==> config.mk <==
export PLATFORM = sky130hd
export DESIGN_NAME = dma_chan_ctl
export DESIGN_NICKNAME = d
export VERILOG_FILES = /design/src/rtl/dcc_pkg.sv /design/src/rtl/dcc_sync.sv /design/src/rtl/dcc_en_ctl.sv /design/src/rtl/dcc_clr_pulse.sv /design/src/rtl/dma_chan_ctl.sv
export SDC_FILE = /design/constraint.sdc
export NUM_CORES = 1
export LEC_CHECK = 0
export CAP_MARGIN = 20
export CORE_AREA = 5 5 42 44
export DETAILED_ROUTE_END_ITERATION = 8
export DIE_AREA = 0 0 47 49
export DONT_BUFFER_PORTS = 1
export SYNTH_ARGS = -nofsm -noshare
export SYNTH_HDL_FRONTEND = slang
export SYNTH_SLANG_ARGS = --single-unit
==> constraint.sdc <==
create_clock -name clk -period 1.4 [get_ports clk]
set_input_delay 0.21 -clock clk [delete_from_list [all_inputs] [get_ports clk]]
set_output_delay 0.21 -clock clk [all_outputs]
set_load 0.02 [all_outputs]
==> src/rtl/dcc_pkg.sv <==
`timescale 1ns/1ps
package dcc_pkg;
   typedef struct packed {
      logic den;
      logic req;
      logic aclr;
      logic sclr;
   } dcc_fields_t;

   function automatic int unsigned dcc_min_stages();
      return 2;
   endfunction
endpackage

==> src/rtl/dcc_sync.sv <==
`timescale 1ns/1ps
module dcc_sync #(
   parameter int unsigned STAGES = 2
) (
   input  logic clk,
   input  logic rst_n,
   input  logic d_async,
   output logic q_sync
);
   logic [STAGES-1:0] chain_q;

   genvar gi;
   generate
      for (gi = 0; gi < STAGES; gi++) begin : g_stage
         if (gi == 0) begin : g_first
            always_ff @(posedge clk or negedge rst_n) begin
               if (!rst_n) chain_q[gi] <= 1'b0;
               else        chain_q[gi] <= d_async;
            end
         end else begin : g_next
            always_ff @(posedge clk or negedge rst_n) begin
               if (!rst_n) chain_q[gi] <= 1'b0;
               else        chain_q[gi] <= chain_q[gi-1];
            end
         end
      end
   endgenerate

   assign q_sync = chain_q[STAGES-1];
endmodule

==> src/rtl/dcc_en_ctl.sv <==
`timescale 1ns/1ps
module dcc_en_ctl (
   input  logic clk,
   input  logic rst_n,
   input  logic wr_en,
   input  logic wr_den,
   input  logic aclr_sel,
   input  logic xfer_end,
   input  logic opnd_done,
   input  logic req_s,
   output logic den_q,
   output logic xfer_ok
);
   logic stop_pend_q;
   logic hw_clr;

   assign hw_clr  = xfer_end & aclr_sel;
   assign xfer_ok = (den_q | stop_pend_q) & req_s;

   always_ff @(posedge clk or negedge rst_n) begin
      if (!rst_n) begin
         den_q       <= 1'b0;
         stop_pend_q <= 1'b0;
      end else if (hw_clr) begin
         den_q       <= 1'b0;
         stop_pend_q <= 1'b0;
      end else if (wr_en) begin
         den_q       <= wr_den;
         stop_pend_q <= ~wr_den & xfer_ok & ~opnd_done;
      end else if (opnd_done) begin
         stop_pend_q <= 1'b0;
      end
   end
endmodule

==> src/rtl/dcc_clr_pulse.sv <==
`timescale 1ns/1ps
module dcc_clr_pulse (
   input  logic clk,
   input  logic rst_n,
   input  logic fire,
   output logic pulse_q
);
   always_ff @(posedge clk or negedge rst_n) begin
      if (!rst_n) pulse_q <= 1'b0;
      else        pulse_q <= fire;
   end
endmodule

==> src/rtl/dma_chan_ctl.sv <==
`timescale 1ns/1ps
module dma_chan_ctl #(
   parameter int unsigned DATA_W      = 32,
   parameter int unsigned EN_BIT      = 24,
   parameter int unsigned REQ_BIT     = 16,
   parameter int unsigned ACLR_BIT    = 8,
   parameter int unsigned SCLR_BIT    = 0,
   parameter int unsigned SYNC_STAGES = 2
) (
   input  logic              clk,
   input  logic              rst_n,
   input  logic              wr_en,
   input  logic [DATA_W-1:0] wr_data,
   output logic [DATA_W-1:0] rd_data,
   input  logic              req_in,
   input  logic              xfer_end,
   input  logic              opnd_done,
   output logic              xfer_ok,
   output logic              stat_clr
);
   import dcc_pkg::*;

   localparam int unsigned MAX_BIT = DATA_W - 1;

   generate
      if (SYNC_STAGES < dcc_min_stages()) begin : g_bad_sync
         $error("dma_chan_ctl: SYNC_STAGES must be at least 2");
      end
      if (EN_BIT > MAX_BIT || REQ_BIT > MAX_BIT ||
          ACLR_BIT > MAX_BIT || SCLR_BIT > MAX_BIT) begin : g_bad_pos
         $error("dma_chan_ctl: field position outside the word");
      end
      if (EN_BIT == REQ_BIT || EN_BIT == ACLR_BIT || EN_BIT == SCLR_BIT ||
          REQ_BIT == ACLR_BIT || REQ_BIT == SCLR_BIT ||
          ACLR_BIT == SCLR_BIT) begin : g_bad_overlap
         $error("dma_chan_ctl: field positions overlap");
      end
   endgenerate

   dcc_fields_t fld;
   logic        aclr_q;

   dcc_sync #(.STAGES(SYNC_STAGES)) u_sync (
      .clk    (clk),
      .rst_n  (rst_n),
      .d_async(req_in),
      .q_sync (fld.req)
   );

   always_ff @(posedge clk or negedge rst_n) begin
      if (!rst_n)     aclr_q <= 1'b0;
      else if (wr_en) aclr_q <= wr_data[ACLR_BIT];
   end
   assign fld.aclr = aclr_q;

   dcc_en_ctl u_en (
      .clk      (clk),
      .rst_n    (rst_n),
      .wr_en    (wr_en),
      .wr_den   (wr_data[EN_BIT]),
      .aclr_sel (aclr_q),
      .xfer_end (xfer_end),
      .opnd_done(opnd_done),
      .req_s    (fld.req),
      .den_q    (fld.den),
      .xfer_ok  (xfer_ok)
   );

   dcc_clr_pulse u_clr (
      .clk    (clk),
      .rst_n  (rst_n),
      .fire   (wr_en & wr_data[SCLR_BIT]),
      .pulse_q(fld.sclr)
   );
   assign stat_clr = fld.sclr;

   always_comb begin
      rd_data           = '0;
      rd_data[EN_BIT]   = fld.den;
      rd_data[REQ_BIT]  = fld.req;
      rd_data[ACLR_BIT] = fld.aclr;
      rd_data[SCLR_BIT] = fld.sclr;
   end
endmodule

==> results of run 1 <==
registers in the layout (all words and copies together) (netlist names):
signal	cells
u_en.stop_pend_q	1
u_en.den_q	1
u_sync.chain_q	1
u_sync.q_sync	1
aclr_q	1
u_clr.pulse_q	1
layout make-up:
cell class / count / area share (%)
clock buffers: 3 / 5.863
well taps: 16 / 5.212
multi-input cells: 37 / 44.63
flip-flops and latches: 6 / 39.09
repair buffers: 2 / 5.212
layer usage:
layer | vias to the layer above | share of wire, % | global-route usage (%)
li1 | 93 | - | -
met1 | 92 | 26 | 4.740
met2 | 28 | 48 | 7.014
met3 | 0 | 26 | 2.952
met4 | 0 | 0 | 5.530
met5 | - | 0 | 0
cell families (layout without fill, tap and decap cells):
logic type / after synthesis / in the layout
buffers and inverters: 32 / 5
DFF: 6 / 6
AOI/OAI and AO/OA: 5 / 5
muxes: 2 / 2
and+or+nand+nor: 2 / 2
other: 1 / 28
layout by cell type, fill, tap and decap left out, types with 2 or more instances in the layout:
master,synthesis,layout
sky130_fd_sc_hd__conb_1,1,28
sky130_fd_sc_hd__dlygate4sd3_1,0,2
sky130_fd_sc_hd__clkbuf_4,0,3
sky130_fd_sc_hd__a21oi_1,2,2
sky130_fd_sc_hd__dfrtp_1,6,6
worst reg2reg max path, cell delays in order (launching register included):
cell                       delay [ns]
sky130_fd_sc_hd__dfrtp_1         0.47
sky130_fd_sc_hd__a21o_1          0.20
sky130_fd_sc_hd__a211oi_1        0.22
what timing repair did:
item,CTS,global route
endpoints found under the hold margin,7,0
hold buffers,2,0
setup endpoints to repair,0,0
stage by stage:
step           setup slack [ns]  power, mW  hold slack (ns)
2_1_floorplan            0.5729     0.3651         -0.08559
3_3_place_gp             0.4204     0.2970         -0.08541
3_5_place_dp             0.4159     0.2978         -0.08541
4_1_cts                  0.1492     0.4638          0.04758
5_1_grt                  0.1319     0.4803          0.04836
6_report                 0.1756     0.4550          0.05932
power by group through the flow:
stage	clock network (mW)	logic, mW	registers [mW]
after global routing	0.166	0.102	0.212
final	0.151	0.0939	0.210
after detailed placement	0	0.0844	0.213
after CTS	0.161	0.0917	0.211
after global placement	0	0.0843	0.213
after floorplan	0	0.168	0.197
synthesized netlist by cell type (all sizes together):
| library cell | number |
|---|---|
| buf | 32 |
| mux2i | 1 |
| conb | 1 |
| nand2b | 1 |
| a21o | 1 |
| a211oi | 1 |
| and2 | 1 |
| a21oi | 2 |
| dfrtp | 6 |
| o21a | 1 |
| mux2 | 1 |
final timing paths:
path	start	endpoint	slack, ns	cells past startpoint
min	xfer_end	u_en.den_q	0.06	1
max in group asynchronous	rst_n	u_sync.q_sync	0.92	1
max	u_en.den_q	xfer_ok	0.18	1
max reg2reg	aclr_q	u_en.stop_pend_q	0.41	2
min reg2reg	u_sync.chain_q[0]	u_sync.q_sync	0.35	0
min in group asynchronous	rst_n	u_en.stop_pend_q	0.28	1
==> reports/summary.txt, run 1 <==
RUN STATUS
-----------------------------------------------------------------------------------------------------
Run status ............................................................................. complete, no violations

POWER
-----------------------------------------------------------------------------------------------------
Sw Share ...............................................................................       34.83%
Fraction of power consumed by sequential logic .........................................        46.2%
Net switching component of the power ...................................................    0.1585 mW
Power density cells ....................................................................  1185 nW/um2
Relative contribution of the clock network to total power ..............................        33.2%
Design internal power ..................................................................    0.2965 mW
Logic pwr share ........................................................................        20.6%
Leakage power ..........................................................................    0.2135 nW
VDD IR max .............................................................................     380.0 uV

CLOCK NETWORK
-----------------------------------------------------------------------------------------------------
Maximum clock insertion buffer count ...................................................            2
Number of sinks driven by the clock tree ...............................................            6
Number of H-tree branching levels ......................................................            1
CTS tree ...............................................................................         done
Cts repair resizes .....................................................................            0
Clock Root Buffer ...................................................................... sky130_fd_sc_hd__clkbuf_4
CTS Buf Count ..........................................................................            3
Clock slew at reported path FFs ........................................................      0.04 ns
Clock Latency Late Sink ................................................................      0.24 ns
Setup Buffers After CTS ................................................................            0

FINAL LAYOUT
-----------------------------------------------------------------------------------------------------
Fraction of layout instances using a drive strength above 1 ............................       8.333%
Final std cells w/o fill ...............................................................           64
Number of nets in the final layout .....................................................           88
Sequential standard cell area ..........................................................    150.1 um2
Number of diodes .......................................................................            0
Area growth from synthesis to layout ...................................................      -16.58%
Final core utilization .................................................................       27.41%
Post-Layout Inst Area ..................................................................    384.1 um2
Fillcell total .........................................................................          146
Multi-input gate area ..................................................................    171.4 um2

CRITICAL PATH
-----------------------------------------------------------------------------------------------------
Crit path max fanout ...................................................................            4
Worst Path Arrival .....................................................................      1.01 ns
Kind of cell adding the most delay to the critical path ................................   flip-flops
Data required time at the worst endpoint ...............................................      1.19 ns
Capturing element type of the critical path ............................................ primary output
Combined buffer and inverter count along the critical path .............................            0
Worst setup path category ..............................................................   reg -> out
Peak per-stage delay on the critical path ..............................................      0.50 ns
Startpoint class of the critical path ..................................................         flop
CP cell instances ......................................................................       o21a_1
Slowest-stage cell, CP ................................................................. sky130_fd_sc_hd__dfrtp_1

STA
-----------------------------------------------------------------------------------------------------
RSZ-0062 raised after global routing ...................................................           no
Tmin final .............................................................................     1.224 ns
Ratio of final minimum period to clock period ..........................................       87.46%
Final total negative setup slack .......................................................         0 ns
Final-report max-slew violation count ..................................................            0
Fmax achieved ..........................................................................    816.7 MHz
Fin Clk Skew ........................................................................... 0.0005155 ns
Final setup violating endpoints ........................................................            0
Hold Violations, Final .................................................................            0

PLACEMENT
-----------------------------------------------------------------------------------------------------
Placed Cells incl. Taps ................................................................           59
Placement Cell Area ....................................................................    341.6 um2
Number of buffers inserted by port buffering ...........................................            0
DP HPWL ................................................................................     557.5 um
Routability-driven placement congestion ratio ..........................................       0.5331

SYNTH
-----------------------------------------------------------------------------------------------------
Fraction of synthesized cell area in xor and xnor cells ................................           0%
Post-synthesis average cell area .......................................................    9.593 um2
Synth Cell Area ........................................................................    460.4 um2
Seq/Total Area, Yosys ..................................................................       32.61%
Flops & latches, synth .................................................................            6
Proportion of synthesized area in mux cells ............................................       4.620%
Number of instances in the synthesized netlist .........................................           48
Cell variety after synth ...............................................................           11
Top area cells in the synthesized netlist .............................................. sky130_fd_sc_hd__buf_4 52%, sky130_fd_sc_hd__dfrtp_1 33%, sky130_fd_sc_hd__mux2_2 2.4%
Share of the synthesized area in compound gates (AO/OA/AOI/OAI) ........................       7.065%
Post-synthesis share of cell area spent on full adders, half adders and majority gates .           0%
Post-synthesis share of cell area spent on and, or, nand and nor gates .................       2.717%
Fraction of post-synthesis cell area in the top cell type by area ......................       52.17%
Yosys top cell by area ................................................................. sky130_fd_sc_hd__buf_4
Synth warn .............................................................................            0
Main combinational cell family by area after synthesis ................................. buffers and inverters

FLOORPLANNING
-----------------------------------------------------------------------------------------------------
Area of the core .......................................................................     1401 um2
Area of the die ........................................................................     2303 um2
Vertical die dimension .................................................................        49 um
I/O pin count ..........................................................................           72
Number of placement rows ...............................................................           14
Die W ..................................................................................        47 um
Effective utilization at floorplan .....................................................       32.86%

HOLD PATH
-----------------------------------------------------------------------------------------------------
Path class of the lowest-slack min-delay path ..........................................    in -> reg

DRT
-----------------------------------------------------------------------------------------------------
Final ANT Viol Nets ....................................................................            0
Iter 0 DRT Violations ..................................................................            0
Length of the first detailed-routing pass in iterations ................................            1
Number of design rule violations left after detail routing .............................            0
Vias post-DR ...........................................................................          213
Detailed-route wire length .............................................................       623 um
Average detailed-routed wire length per instance .......................................     9.734 um
DR vias/cell ...........................................................................        3.328

GLOBAL ROUTE
-----------------------------------------------------------------------------------------------------
Pin count of the biggest net entering global routing ...................................            7
Congestion Overflow GR .................................................................            0
Via count of the first global-routing pass .............................................          205
Antenna violations before repair .......................................................            0
Total GRT Usage ........................................................................       5.114%
Global-route wire length before repair .................................................       800 um

FLOW RUN
-----------------------------------------------------------------------------------------------------
Max-capacitance violation count ........................................................            0

Power figures use the tool's default switching activity.
==> run 2: changes to the inputs <==
--- a/config.mk
+++ b/config.mk
@@ -10,6 +10,8 @@
 export DETAILED_ROUTE_END_ITERATION = 8
 export DIE_AREA = 0 0 47 49
 export DONT_BUFFER_PORTS = 1
+export PLACE_DENSITY = 0.44
 export SYNTH_ARGS = -nofsm -noshare
 export SYNTH_HDL_FRONTEND = slang
+export SYNTH_HIERARCHICAL = 1
 export SYNTH_SLANG_ARGS = --single-unit
==> constraint.sdc (replaced) <==
create_clock -name clk -period 1.43 [get_ports clk]
set_input_delay 0.2145 -clock clk [delete_from_list [all_inputs] [get_ports clk]]
set_output_delay 0.2145 -clock clk [all_outputs]
set_load 0.02 [all_outputs]
==> reports/summary.txt, run 2 <==
FINAL LAYOUT
--------------------------------------------------------------------------------
Number of diodes ..................................................            0   unchanged
Number of nets in the final layout ................................           88   unchanged
Highest-count cells in the layout ignoring fill and taps .......... 28 x sky130_fd_sc_hd__conb_1, 6 x sky130_fd_sc_hd__dfrtp_1, 3 x sky130_fd_sc_hd__clkbuf_4
Most common library cell in the layout ignoring fill and taps ..... sky130_fd_sc_hd__conb_1
Fraction of layout instances using a drive strength above 1 .......       12.50%   +4.2 points
Final std cells w/o fill ..........................................           64   unchanged
Area growth from synthesis to layout ..............................      -13.46%

FLOORPLANNING
--------------------------------------------------------------------------------
I/O pin count .....................................................           72   unchanged
Vertical die dimension ............................................        49 um   unchanged
Die W .............................................................        47 um   unchanged
Number of placement rows ..........................................           14   unchanged
Effective utilization at floorplan ................................       32.50%   -0.36 points
Area of the core ..................................................     1401 um2   unchanged
Area of the die ...................................................     2303 um2   unchanged

CLOCK NETWORK
--------------------------------------------------------------------------------
Clock slew at reported path FFs ...................................      0.05 ns   about the same
CTS Buf Count .....................................................            3   unchanged
CTS tree ..........................................................         done
Clock Root Buffer ................................................. sky130_fd_sc_hd__clkbuf_4
Cts repair resizes ................................................            0   unchanged
Maximum clock insertion buffer count ..............................            2   unchanged
Number of sinks driven by the clock tree ..........................            6   unchanged
Setup Buffers After CTS ...........................................            0   unchanged
CTS Hold Buffers Added ............................................            2   unchanged
Clock Latency Late Sink ...........................................      0.24 ns   about the same
Number of H-tree branching levels .................................            1   unchanged

STA
--------------------------------------------------------------------------------
RSZ-0062 raised after global routing ..............................           no
Ratio of final minimum period to clock period .....................       85.01%
Final setup violating endpoints ...................................            0   unchanged
Fin Clk Skew ......................................................  0.002683 ns   +0.002168 ns
Post-layout worst setup margin ....................................    0.2144 ns   +0.03881 ns
Hold_ws ...........................................................   0.05197 ns   -0.007353 ns
Final total negative setup slack ..................................         0 ns   unchanged
Tmin final ........................................................     1.216 ns
Fmax achieved .....................................................    822.6 MHz
Final-report max-slew violation count .............................            0   unchanged
Hold Violations, Final ............................................            0   unchanged

DRT
--------------------------------------------------------------------------------
Average detailed-routed wire length per instance ..................     9.766 um   +0.32%
Iter 0 DRT Violations .............................................            3   +3
Detailed-route wire length ........................................       625 um   +0.32%
Length of the first detailed-routing pass in iterations ...........            4   +3
Final ANT Viol Nets ...............................................            0   unchanged
DR vias/cell ......................................................        3.313   -0.47%
Vias post-DR ......................................................          212   -0.47%
Number of design rule violations left after detail routing ........            0   unchanged

PLACEMENT
--------------------------------------------------------------------------------
Placed Cells incl. Taps ...........................................           59   unchanged
DP HPWL ...........................................................     542.1 um   -2.8%
Number of buffers inserted by port buffering ......................            0   unchanged
Pre-CTS setup slack ...............................................    0.4555 ns   +0.03958 ns
Routability-driven placement congestion ratio .....................       0.6646   +25%

SYNTH
--------------------------------------------------------------------------------
Top area cells in the synthesized netlist ......................... sky130_fd_sc_hd__buf_4 49%, sky130_fd_sc_hd__dfrtp_1 33%, sky130_fd_sc_hd__mux2_4 3.3%
Library cell with the highest instance count after synthesis ...... sky130_fd_sc_hd__buf_4
Flops & latches, synth ............................................            6   unchanged
Most common library cells after synthesis ......................... 30 x sky130_fd_sc_hd__buf_4, 6 x sky130_fd_sc_hd__dfrtp_1, 2 x sky130_fd_sc_hd__a21oi_1
Seq/Total Area, Yosys .............................................       32.97%   +0.36 points
Number of enable-type register cells in the synthesized netlist ...            0   unchanged
Async SR Flop Fraction ............................................       100.0%   unchanged
Post-synthesis average cell area ..................................    9.901 um2   +3.2%
Synth warn ........................................................            6   +6
Fraction of post-synthesis cell area in the top cell type by area .       49.45%   -2.7 points
Prevailing post-synth register cell ............................... sky130_fd_sc_hd__dfrtp_1
Cell variety after synth ..........................................           11   unchanged
Synth Cell Area ...................................................    455.4 um2   -1.1%
Number of instances in the synthesized netlist ....................           46   -4.2%
Yosys top cell by area ............................................ sky130_fd_sc_hd__buf_4

POWER
--------------------------------------------------------------------------------
VDD IR max ........................................................     407.0 uV   +7.1%
Sw Share ..........................................................       35.38%   +0.55 points
Design internal power .............................................    0.2929 mW   -1.2%
Leakage power .....................................................    0.2190 nW   +2.6%
Fraction of power consumed by sequential logic ....................        45.2%   -1.0 points
Total Power Consumption ...........................................    0.4532 mW   -0.40%
Logic pwr share ...................................................        21.0%   +0.4 points
Power density cells ...............................................  1150 nW/um2   -2.9%
Relative contribution of the clock network to total power .........        33.7%   +0.5 points
Net switching component of the power ..............................    0.1604 mW   +1.2%

HOLD PATH
--------------------------------------------------------------------------------
Path class of the lowest-slack min-delay path .....................    in -> reg
Hold path cells ...................................................            1   unchanged

CRITICAL PATH
--------------------------------------------------------------------------------
Number of gates on the worst path with buffers counted ............            1   unchanged
Capturing element type of the critical path ....................... primary output
Worst Path Arrival ................................................      1.00 ns   about the same
CP cell instances .................................................       o21a_1
Kind of cell adding the most delay to the critical path ...........   flip-flops
Peak per-stage delay on the critical path .........................      0.48 ns   -0.02 ns
Slowest-stage cell, CP ............................................ sky130_fd_sc_hd__dfrtp_1
Worst setup path category .........................................   reg -> out
Combined buffer and inverter count along the critical path ........            0   unchanged
Data required time at the worst endpoint ..........................      1.22 ns   +0.03 ns
R2R depth .........................................................            2   unchanged
Startpoint class of the critical path .............................         flop
Crit path max fanout ..............................................            3   -1

GLOBAL ROUTE
--------------------------------------------------------------------------------
Via count of the first global-routing pass ........................          193   -5.9%
Met1 Use GR .......................................................       6.517%   +1.8 points
Most heavily used metal layer in global routing ...................         met1
Global-route wire length before repair ............................       855 um   +6.9%
Antenna violations before repair ..................................            0   unchanged
Total GRT Usage ...................................................       5.603%   +0.49 points
Global-route track usage on met2 ..................................       6.335%   -0.68 points
Pin count of the biggest net entering global routing ..............            7   unchanged
Congestion Overflow GR ............................................            0   unchanged
Met3 track utilization from global routing ........................       3.690%   +0.74 points

FLOW RUN
--------------------------------------------------------------------------------
Max-capacitance violation count ...................................            0   unchanged

RUN STATUS
--------------------------------------------------------------------------------
Run status ........................................................ complete, no violations

==> run 2: cell counts in the layout (fill, tap and decap cells not counted) <==
Identical to the previous run, type by type.
==> run 2: final timing paths <==
check / slack (ns) / to / from
max: 0.21 / xfer_ok / u_sync/q_sync
min: 0.05 / u_en/stop_pend_q / wr_en
max reg2reg: 0.48 / u_en/stop_pend_q / aclr_q
min reg2reg: 0.35 / u_sync/q_sync / u_sync/chain_q[0]
max in group asynchronous: 0.95 / u_sync/q_sync / rst_n
min in group asynchronous: 0.28 / aclr_q / rst_n
==> run 2: cell families after synthesis <==
group,Yosys count,synth area share (%)
AO/OA/AOI/OAI,5,8.243
buffers and inverters,30,49.45
flip-flops,6,32.97
multiplexers,2,5.494
other,1,0.8234
AND/OR/NAND/NOR,2,3.023
==> run 2: cell type report <==
cell class              count  area, um2
fillers                   161       1007
multi-input cells          37      181.4
flip-flops and latches      6      150.1
clock buffers               3      22.52
repair buffers              2      20.02
well taps                  16      20.02
==> run 2: routing by layer <==
metal | up-vias | part of all wire, %
li1 | 93 | -
met3 | 0 | 30
met4 | 0 | 0
met1 | 91 | 29
met2 | 28 | 41
met5 | - | 0
==> run 2: power groups by stage <==
stage	logic (mW)	registers [mW]	clock network, mW
CTS	0.0934	0.205	0.166
floorplan	0.155	0.199	0
detailed placement	0.0863	0.208	0
global route	0.104	0.208	0.169
global placement	0.0859	0.208	0
finish	0.0953	0.205	0.153
==> run 2: through the flow <==
stage          utilization [%]  area (um2)
2_1_floorplan                -       556.8
3_3_place_gp             25.09       351.6
3_5_place_dp             25.09       351.6
4_1_cts                  28.13       394.1
5_1_grt                  28.13       394.1
6_report                 28.13       394.1
==> run 3: changes to the inputs <==
--- a/config.mk
+++ b/config.mk
@@ -5,12 +5,14 @@
 export SDC_FILE = /design/constraint.sdc
 export NUM_CORES = 1
 export LEC_CHECK = 0
+export ABC_AREA = 1
 export CAP_MARGIN = 20
 export CORE_AREA = 5 5 42 44
 export DETAILED_ROUTE_END_ITERATION = 8
 export DIE_AREA = 0 0 47 49
 export DONT_BUFFER_PORTS = 1
-export PLACE_DENSITY = 0.44
+export HOLD_SLACK_MARGIN = 0.12
+export PLACE_DENSITY = 0.45
 export SYNTH_ARGS = -nofsm -noshare
 export SYNTH_HDL_FRONTEND = slang
 export SYNTH_HIERARCHICAL = 1
==> constraint.sdc (replaced) <==
create_clock -name clk -period 1.3 [get_ports clk]
set_input_delay 0.195 -clock clk [delete_from_list [all_inputs] [get_ports clk]]
set_output_delay 0.195 -clock clk [all_outputs]
set_load 0.02 [all_outputs]
==> reports/summary.txt, run 3 <==
FINAL LAYOUT
--------------------------------------------------------------------------------
Area growth from synthesis to layout ..............................      -2.949%
Number of diodes ..................................................            0   unchanged
Fraction of layout instances using a drive strength above 1 .......       7.813%   -4.7 points
Highest-count cells in the layout ignoring fill and taps .......... 28 x sky130_fd_sc_hd__conb_1, 7 x sky130_fd_sc_hd__nand2_1, 6 x sky130_fd_sc_hd__inv_1, 6 x sky130_fd_sc_hd__dfrtp_1, 6 x sky130_fd_sc_hd__dlygate4sd3_1
Most common library cell in the layout ignoring fill and taps ..... sky130_fd_sc_hd__conb_1
Number of nets in the final layout ................................          104   +18%
Post-Layout Inst Area .............................................    452.9 um2   +15%

CRITICAL PATH
--------------------------------------------------------------------------------
Reg-to-Reg End .................................................... u_en/stop_pend_q
Capturing element type of the critical path .......................         flop
Combined buffer and inverter count along the critical path ........            3   +3
Worst Path Arrival ................................................      1.36 ns   +0.36 ns
R2R depth .........................................................            4   +2
Most frequent CP cell ............................................. sky130_fd_sc_hd__dlygate4sd3_1
Startpoint class of the critical path ............................. primary input
CP cell instances ................................................. dlygate4sd3_1, nand2_1, dlygate4sd3_1, inv_1
Worst setup path category .........................................    in -> reg
Data required time at the worst endpoint ..........................      1.43 ns   +0.21 ns
Slowest-stage cell, CP ............................................ sky130_fd_sc_hd__dlygate4sd3_1
Kind of cell adding the most delay to the critical path ........... buffers and inverters
Start of the worst register-to-register path ......................       aclr_q
Internal reg-to-reg setup slack ...................................      0.31 ns   -0.17 ns
Peak per-stage delay on the critical path .........................      0.54 ns   +0.06 ns
Crit path max fanout ..............................................            1   -2

HOLD PATH
--------------------------------------------------------------------------------
Startpoint of the most critical hold path .........................     xfer_end
End point of the most critical hold path ..........................   u_en/den_q
Hold path cells ...................................................            3   +2
Path class of the lowest-slack min-delay path .....................    in -> reg

SYNTH
--------------------------------------------------------------------------------
Seq/Total Area, Yosys .............................................       32.17%   -0.80 points
Prevailing post-synth register cell ............................... sky130_fd_sc_hd__dfrtp_1
Top area cells in the synthesized netlist ......................... sky130_fd_sc_hd__buf_4 48%, sky130_fd_sc_hd__dfrtp_1 32%, sky130_fd_sc_hd__nand2_1 5.6%
Fraction of post-synthesis cell area in the top cell type by area .       48.26%   -1.2 points
Number of instances in the synthesized netlist ....................           57   +24%
Synth warn ........................................................            6   unchanged
Post-synthesis average cell area ..................................    8.188 um2   -17%
Cell variety after synth ..........................................           12   +1
Number of enable-type register cells in the synthesized netlist ...            0   unchanged
Yosys top cell by area ............................................ sky130_fd_sc_hd__buf_4
Synth Cell Area ...................................................    466.7 um2   +2.5%
Most common library cells after synthesis ......................... 30 x sky130_fd_sc_hd__buf_4, 7 x sky130_fd_sc_hd__nand2_1, 6 x sky130_fd_sc_hd__dfrtp_1, 6 x sky130_fd_sc_hd__inv_1
Library cell with the highest instance count after synthesis ...... sky130_fd_sc_hd__buf_4
Async SR Flop Fraction ............................................       100.0%   unchanged
Flops & latches, synth ............................................            6   unchanged

STA
--------------------------------------------------------------------------------
Hold_ws ...........................................................    0.1275 ns   +0.07557 ns
Final-report max-slew violation count .............................            0   unchanged
Final setup violating endpoints ...................................            0   unchanged
Ratio of final minimum period to clock period .....................       94.50%
Final total negative setup slack ..................................         0 ns   unchanged
Hold Violations, Final ............................................            0   unchanged
Fin Clk Skew ......................................................  0.004231 ns   +0.001548 ns
RSZ-0062 raised after global routing ..............................           no
Tmin final ........................................................     1.228 ns
Fmax achieved .....................................................    814.0 MHz

DRT
--------------------------------------------------------------------------------
Average detailed-routed wire length per instance ..................     9.263 um   -5.2%
Vias post-DR ......................................................          255   +20%
Detailed-route wire length ........................................       741 um   +19%
Number of design rule violations left after detail routing ........            0   unchanged
DR vias/cell ......................................................        3.188   -3.8%
Iter 0 DRT Violations .............................................            1   -2
Length of the first detailed-routing pass in iterations ...........            2   -2
Final ANT Viol Nets ...............................................            0   unchanged

FLOORPLANNING
--------------------------------------------------------------------------------
I/O pin count .....................................................           72   unchanged
Vertical die dimension ............................................        49 um   unchanged
Die W .............................................................        47 um   unchanged
Effective utilization at floorplan ................................       33.30%   +0.80 points
Area of the core ..................................................     1401 um2   unchanged
Area of the die ...................................................     2303 um2   unchanged
Number of placement rows ..........................................           14   unchanged

CLOCK NETWORK
--------------------------------------------------------------------------------
Number of sinks driven by the clock tree ..........................            6   unchanged
Clock slew at reported path FFs ...................................      0.04 ns   about the same
Clock Latency Late Sink ...........................................      0.24 ns   about the same
Clock Root Buffer ................................................. sky130_fd_sc_hd__clkbuf_4
Number of H-tree branching levels .................................            1   unchanged
CTS tree ..........................................................         done
Cts repair resizes ................................................            0   unchanged
Setup Buffers After CTS ...........................................            0   unchanged
Maximum clock insertion buffer count ..............................            2   unchanged
CTS Hold Buffers Added ............................................            6   +4
CTS Buf Count .....................................................            3   unchanged

GLOBAL ROUTE
--------------------------------------------------------------------------------
Global-route wire length before repair ............................     1.090 mm   +27%
Total GRT Usage ...................................................       7.011%   +1.4 points
Congestion Overflow GR ............................................            0   unchanged
Antenna violations before repair ..................................            0   unchanged
Via count of the first global-routing pass ........................          234   +21%
Pin count of the biggest net entering global routing ..............            7   unchanged

POWER
--------------------------------------------------------------------------------
Leakage power .....................................................    0.2675 nW   +22%
Power density cells ...............................................  1124 nW/um2   -2.3%
VDD IR max ........................................................     453.9 uV   +12%
Total Power Consumption ...........................................    0.5089 mW   +12%

RUN STATUS
--------------------------------------------------------------------------------
Run status ........................................................ complete, no violations

PLACEMENT
--------------------------------------------------------------------------------
Routability-driven placement congestion ratio .....................       0.6405   -3.6%
Number of buffers inserted by port buffering ......................            0   unchanged
DP HPWL ...........................................................     606.6 um   +12%
Placement Cell Area ...............................................    370.4 um2   +5.3%

FLOW RUN
--------------------------------------------------------------------------------
Max-capacitance violation count ...................................            0   unchanged

-- run 3: changes by cell type in the layout (fill, tap and decap cells not counted), sizes merged, moves of 2 or more --
cell,delta
dlygate4sd3,+4
inv,+6
nand2,+7
nor2,+2
-- run 3: layer usage --
metal  global-route usage [%]  part of all wire, %  up-vias
met1                    7.159                   31      107
li1                         -                    -      126
met2                    10.18                   52       22
met5                        0                    0        -
met4                    4.147                    0        0
met3                    4.797                   17        0
-- run 3: through the flow --
step | util [%] | setup slack [ns] | instances
2_1_floorplan | - | 0.3852 | 84
3_3_place_gp | 26.43 | 0.3119 | 71
3_5_place_dp | 26.43 | 0.2964 | 71
4_1_cts | 32.32 | 0.08239 | 80
5_1_grt | 32.32 | 0.03264 | 80
6_report | 32.32 | 0.07151 | 80
-- run 3: worst max path at each step --
stage                        startpoint  slack, ns  cells past startpoint               end
after global placement           aclr_q       0.31                      4  u_en/stop_pend_q
after global routing         wr_data[0]       0.03                      4     u_clr/pulse_q
after detailed placement         aclr_q       0.30                      4  u_en/stop_pend_q
after CTS                 u_sync/q_sync       0.08                      1           xfer_ok
after floorplan              u_en/den_q       0.39                      1           xfer_ok
final                        wr_data[0]       0.07                      4     u_clr/pulse_q
-- run 3: cell families (layout without fill, tap and decap cells) --
family | after synthesis | in the layout | share of synthesized area [%]
flops | 6 | 6 | 32.17
buf+inv | 36 | 16 | 53.08
other cells | 1 | 28 | 0.8035
compound gates | 2 | 2 | 2.681
simple gates | 12 | 12 | 11.26
-- run 3: worst register-to-register path, cell delays in order, from the launching register on --
cell and delay, ns:
sky130_fd_sc_hd__dfrtp_1 0.46, sky130_fd_sc_hd__nand2_1 0.10, sky130_fd_sc_hd__inv_1 0.04, sky130_fd_sc_hd__or2_0 0.20, sky130_fd_sc_hd__a21oi_1 0.12
-- run 3: cell type report --
type / count / area [um2]
multi-input combinational: 42 / 170.2
clock buffer: 3 / 22.52
fill: 164 / 948.4
inverter: 6 / 22.52
tap: 16 / 20.02
sequential: 6 / 150.1
timing repair buffer: 7 / 67.56
-- run 3: report_power, final --
part,total [mW],switching (mW),internal (mW)
logic,0.126,0.0994,0.0265
clock network,0.165,0.0606,0.104
registers,0.218,0.0192,0.199
total,0.509,0.179,0.330
